**config.mk**
```make
export PLATFORM = sky130hd
export DESIGN_NAME = intr_seq
export DESIGN_NICKNAME = d
export VERILOG_FILES = /design/src/rtl/intr_seq_pkg.sv /design/src/rtl/intr_seq_ctrl.sv /design/src/rtl/intr_seq_agu.sv /design/src/rtl/intr_seq_regs.sv /design/src/rtl/intr_seq.sv
export SDC_FILE = /design/constraint.sdc
export NUM_CORES = 1
export LEC_CHECK = 0
export BUFFER_PORTS_ARGS = -buffer_cell sky130_fd_sc_hd__buf_2
export CORE_AREA = 10 10 118 120
export CTS_BUF_LIST = sky130_fd_sc_hd__clkbuf_8
export CTS_CLUSTER_SIZE = 28
export DETAILED_ROUTE_END_ITERATION = 6
export DIE_AREA = 0 0 128 130
export GPL_ROUTABILITY_DRIVEN = 0
export PLACE_DENSITY_LB_ADDON = 0.25
export SLEW_MARGIN = 40
export SYNTH_ARGS = -nofsm -noshare
export SYNTH_HDL_FRONTEND = slang
export SYNTH_SLANG_ARGS = --single-unit
```
**constraint.sdc**
```tcl
create_clock -name clk -period 5.5 [get_ports clk]
set_clock_uncertainty 0.1 [all_clocks]
set_input_delay 0.825 -clock clk [delete_from_list [all_inputs] [get_ports clk]]
set_output_delay 0.825 -clock clk [all_outputs]
set_load 0.02 [all_outputs]
```
**src/rtl/intr_seq_pkg.sv**
```systemverilog
package intr_seq_pkg;

  typedef enum logic [3:0] {
    S_IDLE   = 4'd0,
    S_PSH_FL = 4'd1,
    S_PSH_CS = 4'd2,
    S_PSH_IP = 4'd3,
    S_VEC_IP = 4'd4,
    S_VEC_CS = 4'd5,
    S_POP_IP = 4'd6,
    S_POP_CS = 4'd7,
    S_POP_FL = 4'd8
  } seq_st_e;

  function automatic logic st_is_push(input seq_st_e s);
    return (s == S_PSH_FL) || (s == S_PSH_CS) || (s == S_PSH_IP);
  endfunction

  function automatic logic st_is_pop(input seq_st_e s);
    return (s == S_POP_IP) || (s == S_POP_CS) || (s == S_POP_FL);
  endfunction

  function automatic logic st_is_vec(input seq_st_e s);
    return (s == S_VEC_IP) || (s == S_VEC_CS);
  endfunction

endpackage

```
**src/rtl/intr_seq_ctrl.sv**
```systemverilog
module intr_seq_ctrl
  import intr_seq_pkg::*;
#(
  parameter int VEC_W = 8
) (
  input  logic             clk,
  input  logic             rst_n,
  input  logic             int_req,
  input  logic [VEC_W-1:0] int_vec,
  input  logic             div_err,
  input  logic             iret_req,
  input  logic             xfer,
  output seq_st_e          st,
  output logic [VEC_W-1:0] vec,
  output logic             busy
);

  seq_st_e          st_q, st_d;
  logic [VEC_W-1:0] vec_q, vec_d;
  logic             vec_en;
  logic             idle;

  assign idle = (st_q == S_IDLE);

  // next state: entry outranks return, divide error outranks int_req
  always_comb begin
    st_d   = st_q;
    vec_d  = vec_q;
    vec_en = 1'b0;
    case (st_q)
      S_IDLE: begin
        if (div_err) begin
          st_d   = S_PSH_FL;
          vec_d  = '0;
          vec_en = 1'b1;
        end else if (int_req) begin
          st_d   = S_PSH_FL;
          vec_d  = int_vec;
          vec_en = 1'b1;
        end else if (iret_req) begin
          st_d = S_POP_IP;
        end
      end
      S_PSH_FL: if (xfer) st_d = S_PSH_CS;
      S_PSH_CS: if (xfer) st_d = S_PSH_IP;
      S_PSH_IP: if (xfer) st_d = S_VEC_IP;
      S_VEC_IP: if (xfer) st_d = S_VEC_CS;
      S_VEC_CS: if (xfer) st_d = S_IDLE;
      S_POP_IP: if (xfer) st_d = S_POP_CS;
      S_POP_CS: if (xfer) st_d = S_POP_FL;
      S_POP_FL: if (xfer) st_d = S_IDLE;
      default:  st_d = S_IDLE;
    endcase
  end

  always_ff @(posedge clk or negedge rst_n) begin
    if (!rst_n) begin
      st_q <= S_IDLE;
    end else begin
      st_q <= st_d;
    end
  end

  always_ff @(posedge clk or negedge rst_n) begin
    if (!rst_n) begin
      vec_q <= '0;
    end else if (vec_en && idle) begin
      vec_q <= vec_d;
    end
  end

  assign st   = st_q;
  assign vec  = vec_q;
  assign busy = !idle;

endmodule

```
**src/rtl/intr_seq_agu.sv**
```systemverilog
module intr_seq_agu
  import intr_seq_pkg::*;
#(
  parameter int DATA_W    = 16,
  parameter int VEC_W     = 8,
  parameter int SEG_SHIFT = 4
) (
  input  seq_st_e                      st,
  input  logic [VEC_W-1:0]             vec,
  input  logic [DATA_W-1:0]            ss,
  input  logic [DATA_W-1:0]            sp,
  input  logic [DATA_W-1:0]            ip,
  input  logic [DATA_W-1:0]            cs,
  input  logic [DATA_W-1:0]            flags,
  output logic                         mem_req,
  output logic                         mem_we,
  output logic [DATA_W+SEG_SHIFT-1:0]  mem_addr,
  output logic [DATA_W-1:0]            mem_wdata
);

  localparam int                ADDR_W  = DATA_W + SEG_SHIFT;
  localparam int                PAD_W   = DATA_W - VEC_W - 2;
  localparam logic [DATA_W-1:0] STEP    = DATA_W'(DATA_W / 8);

  logic [DATA_W-1:0] seg;
  logic [DATA_W-1:0] off;
  logic [DATA_W-1:0] tbl_off;

  // table entry of 4 bytes per vector, second word one step above
  assign tbl_off = {{PAD_W{1'b0}}, vec, 2'b00};

  always_comb begin
    seg       = ss;
    off       = sp;
    mem_wdata = '0;
    case (st)
      S_PSH_FL: begin off = sp - STEP; mem_wdata = flags; end
      S_PSH_CS: begin off = sp - STEP; mem_wdata = cs;    end
      S_PSH_IP: begin off = sp - STEP; mem_wdata = ip;    end
      S_VEC_IP: begin seg = '0; off = tbl_off;            end
      S_VEC_CS: begin seg = '0; off = tbl_off + STEP;     end
      default:  begin seg = ss; off = sp;                 end
    endcase
  end

  assign mem_req  = (st != S_IDLE);
  assign mem_we   = st_is_push(st);
  assign mem_addr = ADDR_W'({seg, {SEG_SHIFT{1'b0}}}) + ADDR_W'({{SEG_SHIFT{1'b0}}, off});

endmodule

```
**src/rtl/intr_seq_regs.sv**
```systemverilog
module intr_seq_regs
  import intr_seq_pkg::*;
#(
  parameter int DATA_W = 16
) (
  input  logic              clk,
  input  logic              rst_n,
  input  seq_st_e           st,
  input  logic              xfer,
  input  logic [DATA_W-1:0] rdata,
  input  logic              ld,
  input  logic [DATA_W-1:0] ld_ip,
  input  logic [DATA_W-1:0] ld_cs,
  input  logic [DATA_W-1:0] ld_flags,
  input  logic [DATA_W-1:0] ld_sp,
  output logic [DATA_W-1:0] ip,
  output logic [DATA_W-1:0] cs,
  output logic [DATA_W-1:0] flags,
  output logic [DATA_W-1:0] sp
);

  localparam logic [DATA_W-1:0] STEP = DATA_W'(DATA_W / 8);

  logic [DATA_W-1:0] ip_q, ip_d, cs_q, cs_d, fl_q, fl_d, sp_q, sp_d;
  logic              ip_en, cs_en, fl_en, sp_en;
  logic              ld_ok;

  assign ld_ok = ld && (st == S_IDLE);

  always_comb begin
    ip_d  = ip_q;  ip_en = 1'b0;
    cs_d  = cs_q;  cs_en = 1'b0;
    fl_d  = fl_q;  fl_en = 1'b0;
    sp_d  = sp_q;  sp_en = 1'b0;
    if (ld_ok) begin
      ip_d = ld_ip;    ip_en = 1'b1;
      cs_d = ld_cs;    cs_en = 1'b1;
      fl_d = ld_flags; fl_en = 1'b1;
      sp_d = ld_sp;    sp_en = 1'b1;
    end else if (xfer) begin
      if (st_is_push(st)) begin
        sp_d = sp_q - STEP; sp_en = 1'b1;
      end
      if (st_is_pop(st)) begin
        sp_d = sp_q + STEP; sp_en = 1'b1;
      end
      if (st == S_VEC_IP || st == S_POP_IP) begin
        ip_d = rdata; ip_en = 1'b1;
      end
      if (st == S_VEC_CS || st == S_POP_CS) begin
        cs_d = rdata; cs_en = 1'b1;
      end
      if (st == S_POP_FL) begin
        fl_d = rdata; fl_en = 1'b1;
      end
    end
  end

  always_ff @(posedge clk or negedge rst_n) begin
    if (!rst_n)     ip_q <= '0;
    else if (ip_en) ip_q <= ip_d;
  end

  always_ff @(posedge clk or negedge rst_n) begin
    if (!rst_n)     cs_q <= '0;
    else if (cs_en) cs_q <= cs_d;
  end

  always_ff @(posedge clk or negedge rst_n) begin
    if (!rst_n)     fl_q <= '0;
    else if (fl_en) fl_q <= fl_d;
  end

  always_ff @(posedge clk or negedge rst_n) begin
    if (!rst_n)     sp_q <= '0;
    else if (sp_en) sp_q <= sp_d;
  end

  assign ip    = ip_q;
  assign cs    = cs_q;
  assign flags = fl_q;
  assign sp    = sp_q;

endmodule

```
**src/rtl/intr_seq.sv**
```systemverilog
module intr_seq
  import intr_seq_pkg::*;
#(
  parameter  int DATA_W    = 16,
  parameter  int VEC_W     = 8,
  parameter  int SEG_SHIFT = 4,
  localparam int ADDR_W    = DATA_W + SEG_SHIFT
) (
  input  logic              clk,
  input  logic              rst_n,
  input  logic              int_req,
  input  logic [VEC_W-1:0]  int_vec,
  input  logic              div_err,
  input  logic              iret_req,
  input  logic              st_load,
  input  logic [DATA_W-1:0] st_ip,
  input  logic [DATA_W-1:0] st_cs,
  input  logic [DATA_W-1:0] st_flags,
  input  logic [DATA_W-1:0] st_sp,
  input  logic [DATA_W-1:0] ss,
  output logic              busy,
  output logic [DATA_W-1:0] ip,
  output logic [DATA_W-1:0] cs,
  output logic [DATA_W-1:0] flags,
  output logic [DATA_W-1:0] sp,
  output logic              mem_req,
  output logic              mem_we,
  output logic [ADDR_W-1:0] mem_addr,
  output logic [DATA_W-1:0] mem_wdata,
  input  logic [DATA_W-1:0] mem_rdata,
  input  logic              mem_ack
);

  seq_st_e          st;
  logic [VEC_W-1:0] vec;
  logic             xfer;

  assign xfer = mem_req && mem_ack;

  intr_seq_ctrl #(.VEC_W(VEC_W)) u_ctrl (
    .clk      (clk),
    .rst_n    (rst_n),
    .int_req  (int_req),
    .int_vec  (int_vec),
    .div_err  (div_err),
    .iret_req (iret_req),
    .xfer     (xfer),
    .st       (st),
    .vec      (vec),
    .busy     (busy)
  );

  intr_seq_regs #(.DATA_W(DATA_W)) u_regs (
    .clk      (clk),
    .rst_n    (rst_n),
    .st       (st),
    .xfer     (xfer),
    .rdata    (mem_rdata),
    .ld       (st_load),
    .ld_ip    (st_ip),
    .ld_cs    (st_cs),
    .ld_flags (st_flags),
    .ld_sp    (st_sp),
    .ip       (ip),
    .cs       (cs),
    .flags    (flags),
    .sp       (sp)
  );

  intr_seq_agu #(
    .DATA_W    (DATA_W),
    .VEC_W     (VEC_W),
    .SEG_SHIFT (SEG_SHIFT)
  ) u_agu (
    .st        (st),
    .vec       (vec),
    .ss        (ss),
    .sp        (sp),
    .ip        (ip),
    .cs        (cs),
    .flags     (flags),
    .mem_req   (mem_req),
    .mem_we    (mem_we),
    .mem_addr  (mem_addr),
    .mem_wdata (mem_wdata)
  );

endmodule

```
==> results of run 1 <==
metrics by stage:
stage | area [um2] | utilization | hold slack, ns | instances | power [mW]
6_report | 6954 | 0.5938 | 0.3654 | 1038 | 4.901
5_1_grt | 6954 | 0.5938 | 0.4252 | 1038 | 5.335
4_1_cts | 6952 | 0.5936 | 0.4003 | 1037 | 4.928
3_5_place_dp | 6792 | 0.5799 | 0.3823 | 1021 | 4.540
3_3_place_gp | 6773 | 0.5783 | 0.3730 | 1020 | 4.499
2_1_floorplan | 5682 | - | 0.3497 | 707 | 3.499
registers in the layout, indices dropped and copies added, names as in the netlist:
name and count:
u_ctrl.st 4, u_ctrl.vec 8, u_regs.cs 16, u_regs.flags 16, u_regs.ip 16, u_regs.sp 16
cells by family (layout without fill, tap and decap cells):
| kind of cell | Yosys count | in the layout | share of synthesized area |
|---|---|---|---|
| AND/OR/NAND/NOR | 279 | 279 | 0.2348 |
| AO/OA/AOI/OAI | 218 | 218 | 0.2517 |
| flip-flops | 76 | 76 | 0.3347 |
| buffers and inverters | 67 | 250 | 0.05153 |
| multiplexers | 40 | 40 | 0.07443 |
| adder cells (fa/ha/maj) | 15 | 15 | 0.03435 |
| XOR/XNOR | 12 | 12 | 0.01850 |
| other | 0 | 1 | 0 |
metal layers:
| metal | global-route usage | vias up |
|---|---|---|
| li1 | - | 2932 |
| met1 | 0.2723 | 2780 |
| met2 | 0.3740 | 211 |
| met3 | 0.07424 | 14 |
| met4 | 0.05695 | 2 |
| met5 | 0 | - |
synth_stat cells, drive strengths merged, types with 9 or more instances:
library cell / count / area share
dfrtp: 76 / 0.33
nand3: 13 / 0.011
nor2: 62 / 0.041
o21ai: 60 / 0.053
inv: 9 / 0.0059
nand2b: 9 / 0.0099
a21oi: 42 / 0.037
ha: 14 / 0.031
buf: 22 / 0.022
a22oi: 22 / 0.029
a21o: 17 / 0.022
mux2i: 22 / 0.039
and2: 19 / 0.021
nor4: 10 / 0.013
mux2: 18 / 0.036
nand2: 114 / 0.075
clkbuf: 35 / 0.023
nor3: 9 / 0.0079
a31oi: 23 / 0.025
power breakdown:
| part | internal (mW) | switching [mW] |
|---|---|---|
| Clock | 0.159 | 0.216 |
| Sequential | 0.819 | 0.296 |
| Combinational | 1.27 | 2.15 |
| Total | 2.24 | 2.66 |
how the worst max path moves through the flow:
stage	startpoint	endpoint	slack [ns]	cells after the start
final	u_ctrl.st[2]	mem_addr[18]	0.42	12
after global routing	u_ctrl.st[2]	mem_addr[11]	0.14	12
after CTS	u_ctrl.st[2]	mem_addr[18]	0.49	12
after detailed placement	u_ctrl.st[2]	mem_addr[18]	0.90	12
after global placement	u_regs.sp[5]	mem_addr[13]	0.96	12
after floorplan	u_regs.sp[1]	mem_addr[13]	1.03	13
area by class of cell:
| type | count | area share |
|---|---|---|
| repair buffers | 224 | 0.1671 |
| flip-flops and latches | 76 | 0.2735 |
| well taps | 147 | 0.02645 |
| clock buffers | 9 | 0.01781 |
| clock inverters | 7 | 0.005218 |
| diodes | 1 | 0.0003598 |
| inverters | 10 | 0.005398 |
| multi-input cells | 564 | 0.5041 |
critical path: cells and delay by family (launching register included):
kind / cells / cell delay, ns
adder cells (fa/ha/maj): 1 / 0.35
AND/OR/NAND/NOR: 3 / 1.21
AO/OA/AOI/OAI: 6 / 1.26
flip-flops: 1 / 0.61
buffers and inverters: 2 / 0.36
==> impl_metrics.yaml, run 1 <==
place:
  place_ws_ns: 0.9047
  dp_hpwl_um: 14360
  port_buffers: 213
clock_tree:
  htreeDepth: 3
  cts_tree: "done"
  insertion_delay_ns: 0.35
  cts.clk_slew.worst_paths_ns: 0.09
  cts-resized-gates: 0
  cts.sinks: 76
  cts_buffer_depth: 2
  cts_buffers: 9
  post_cts_buffers: 0
  root_buffer: "clkbuf_8"
  cts_hold_buffers: 0
synth:
  synthArstFlopShare: 1.000
  syn_inst: 707
  synth_area_um2: 5682
  synth_edf_count: 0
  syn_avg_cell_area_um2: 8.036
  seq_area_frac_synth: 0.3347
  synth-seq-cells: 76
  synth-warning-count: 0
  ys_types: 71
  syn_nets: 833
  ys.flop_type: "dfrtp_1"
timing:
  setup_viol: 0
  slew_headroom: 0.5117
  final-max-slew-violation-count: 0
  max_freq_mhz: 197.0
  worst_pin_slew_ns: 0.7324
  final_hold_viol_count: 0
  period_share: 0.9230
  period_needed_ns: 5.077
  rsz0062_at_grt: "false"
  tns_ns: 0
  finalWorstSetupSlack_ns: 0.4235
detailed_routing:
  wire_per_inst_um: 18.28
  drtPass1Iterations: 6
  drt_wl_total_um: 18980
  drtIter0Drc: 365
  met3_length_um: 1619
  routed.top_layer: "met5"
  vias_per_cell: 5.722
  vias: 5939
  antenna_left: 0
  wl_met1_um: 7963
  drcViolationCount: 0
  wl_met2_um: 9224
cells_and_area:
  multi_input_area_um2: 3506
  layout.nets: 1011
  area_growth_pct: 22.40
  regArea_um2: 1902
  drive_gt1_frac: 0.3124
  n_fill_cell: 1119
  layout_common_cells: "buf_2, nand2_1, dfrtp_1"
  final_common_cell: "buf_2"
grt:
  grt_pass1_vias: 5973
  grt_pass1_wl_um: 30800
  grt_usage: 0.2240
  grt_max_degree: 77
  antenna_found_initial: 2
  overflow: 0
floorplan:
  die_x_um: 128
  dieArea_um2: 16640
  ios: 214
  die_h_um: 130
  core_area_um2: 11710
  fp-row-count: 40
  start_util: 0.4851
status:
  status: "completed"
setup_path:
  cp_max_fo: 20
  crit_type: "register to output port"
  reg2reg_depth: 7
  path_cells: "or3b_2 -> o21ai_1 -> buf_4 -> o21ai_0 -> a221o_1 -> ha_1 -> nand2_1 -> o21ai_0 -> a31oi_1 -> or4_1 -> a21oi_1 -> buf_2"
  endpoint_kind: "output port"
  r2r-start: "u_ctrl.st[1]"
  ff2ff_setup_slack_ns: 2.39
  arrival_ns: 4.15
  slowest_delay_ns: 0.68
  startpoint_type: "register"
  cp.required_ns: 4.58
  timing.rr.end: "u_regs.sp[7]"
  cp_slowest_cell: "or3b_2"
  critPathMostFrequentCell: "o21ai_0"
power:
  p_per_area_nw_per_um2: 704.7
  irDropWorstVdd_mv: 0.5449
  leakagePower_nw: 3.239
flow_run:
  drv_cap: 0
min_path:
  hold_path.class: "primary input to asynchronous set/reset pin"
(Power assumes the default switching activity.)
==> run 2, diff against run 1 <==
--- a/config.mk
+++ b/config.mk
@@ -6,11 +6,13 @@
 export NUM_CORES = 1
 export LEC_CHECK = 0
 export BUFFER_PORTS_ARGS = -buffer_cell sky130_fd_sc_hd__buf_2
-export CORE_AREA = 10 10 118 120
+export CELL_PAD_IN_SITES_DETAIL_PLACEMENT = 2
+export CELL_PAD_IN_SITES_GLOBAL_PLACEMENT = 2
+export CORE_AREA = 2 2 146 148
 export CTS_BUF_LIST = sky130_fd_sc_hd__clkbuf_8
 export CTS_CLUSTER_SIZE = 28
 export DETAILED_ROUTE_END_ITERATION = 6
-export DIE_AREA = 0 0 128 130
+export DIE_AREA = 0 0 148 150
 export GPL_ROUTABILITY_DRIVEN = 0
 export PLACE_DENSITY_LB_ADDON = 0.25
 export SLEW_MARGIN = 40
==> impl_metrics.yaml, run 2 (synthesis gave the netlist of run 1 again) <==
status:
  status: "completed"
timing:
  period_needed_ns: 5.112
  period_share: 0.9294
  worst_pin_slew_ns: 0.6498
  final_hold_viol_count: 0
  final-max-slew-violation-count: 0
  max_freq_mhz: 195.6
  rsz0062_at_grt: "false"
  slew_headroom: 0.5652
  timing.hold.ws_ns: 0.3853
  tns_ns: 0
  setup_viol: 0
cells_and_area:
  drive_gt1_frac: 0.3142
  layout.nets: 1010
  final_common_cell: "buf_2"
  layout_common_cells: "buf_2, nand2_1, dfrtp_1"
  area_growth_pct: 25.85
  n_fill_cell: 2472
  stdcell_area_um2: 7151
detailed_routing:
  wire_per_inst_um: 19.64
  vias: 6063
  vias_per_cell: 5.209
  drtIter0Drc: 148
  drtPass1Iterations: 4
  drcViolationCount: 0
  antenna_left: 0
  drt_wl_total_um: 22870
grt:
  antenna_found_initial: 3
  grt_pass1_vias: 6502
  grt_pass1_wl_um: 36470
  grt_usage: 0.2094
  grt_max_degree: 82
  overflow: 0
setup_path:
  crit_type: "register to output port"
  endpoint_kind: "output port"
  ff2ff_setup_slack_ns: 2.57
  startpoint_type: "register"
  cp_max_fo: 11
  cp.required_ns: 4.58
  arrival_ns: 4.19
  r2r-start: "u_ctrl.st[1]"
  reg2reg_depth: 7
  timing.rr.end: "u_regs.sp[4]"
min_path:
  hold_path.class: "primary input to asynchronous set/reset pin"
flow_run:
  drv_cap: 0
floorplan:
  die_h_um: 150
  start_util: 0.2746
  core_area_um2: 20690
  die_x_um: 148
  ios: 214
  dieArea_um2: 22200
  fp-row-count: 53
clock_tree:
  htreeDepth: 3
  insertion_delay_ns: 0.37
  cts.sinks: 76
  cts_buffer_depth: 2
  root_buffer: "clkbuf_8"
  cts.clk_slew.worst_paths_ns: 0.09
  cts_tree: "done"
  cts_buffers: 9
power:
  leakagePower_nw: 3.237
  design_power_total_mw: 5.085
  p_per_area_nw_per_um2: 711.2
  irDropWorstVdd_mv: 0.2199
place:
  port_buffers: 213
  dp_hpwl_um: 17010
  dpl_cell_area_um2: 6957
-- run 2: cell types whose count changed in the layout (fill, tap and decap cells not counted) --
cell and delta:
bufinv_16 +1, nand3_4 +1, buf_4 -2, dfrtp_1 -2
clkinvlp_4 +1, clkinv_2 -3, nand3_1 -1, clkbuf_8 +1
dfrtp_2 +2
-- run 2: per-layer routing --
metal / track usage / up-vias / wire length (um) / part of all wire
met4: 0.04524 / 2 / 205 / 0.0090
met2: 0.3618 / 161 / 11190 / 0.49
met1: 0.2534 / 2977 / 9596 / 0.42
met5: 0 / - / 13 / 0.00057
met3: 0.07043 / 12 / 1855 / 0.081
li1: - / 2911 / - / -
-- run 2: area by class of cell --
| cell class | count | area, um2 | share of cell area |
|---|---|---|---|
| flip-flops and latches | 76 | 1904 | 0.2663 |
| well taps | 275 | 344.1 | 0.04812 |
| clock inverters | 6 | 58.81 | 0.008224 |
| diodes | 1 | 2.502 | 0.0003500 |
| multi-input cells | 564 | 3518 | 0.4920 |
| repair buffers | 223 | 1161 | 0.1624 |
| clock buffers | 9 | 123.9 | 0.01732 |
| inverters | 10 | 37.54 | 0.005249 |
-- run 2: repair_timing --
action / in CTS / in global routing
hold buffers: 0 / 0
buffers inserted: 0 / 0
endpoints found under the setup margin: 0 / 2
resized for setup: 0 / 2
-- run 2: report_power, final --
part / internal (mW) / leakage (nW) / switching [mW]
Clock: 0.204 / 0.0977 / 0.229
Sequential: 0.820 / 0.912 / 0.317
Combinational: 1.27 / 2.23 / 2.24
-- run 2: metrics by stage --
stage,utilization,instances,setup WS (ns)
3_3_place_gp,0.3350,1147,0.8622
6_report,0.3456,1164,0.3881
4_1_cts,0.3451,1163,0.2998
2_1_floorplan,-,707,1.027
5_1_grt,0.3455,1163,0.06251
3_5_place_dp,0.3362,1148,0.7593
-- run 2: worst max-delay path by stage --
stage | end | slack [ns] | from
after detailed placement | mem_addr[19] | 0.76 | u_ctrl.st[2]
after global routing | mem_addr[18] | 0.06 | u_ctrl.st[1]
after global placement | mem_addr[13] | 0.86 | u_regs.sp[1]
after CTS | mem_addr[19] | 0.30 | u_ctrl.st[2]
after floorplan | mem_addr[13] | 1.03 | u_regs.sp[1]
final | mem_addr[13] | 0.39 | u_regs.sp[5]
-- run 2: worst max-delay path, cell delays in order, from the launching register on --
cell	delay (ns)
dfrtp_1	0.50
or4_1	0.71
nor4_1	0.43
o21ai_0	0.13
nand2_1	0.08
o21ai_0	0.11
ha_1	0.41
a21oi_1	0.25
o211ai_1	0.20
o21a_1	0.26
or4_1	0.40
o311ai_0	0.10
buf_2	0.22
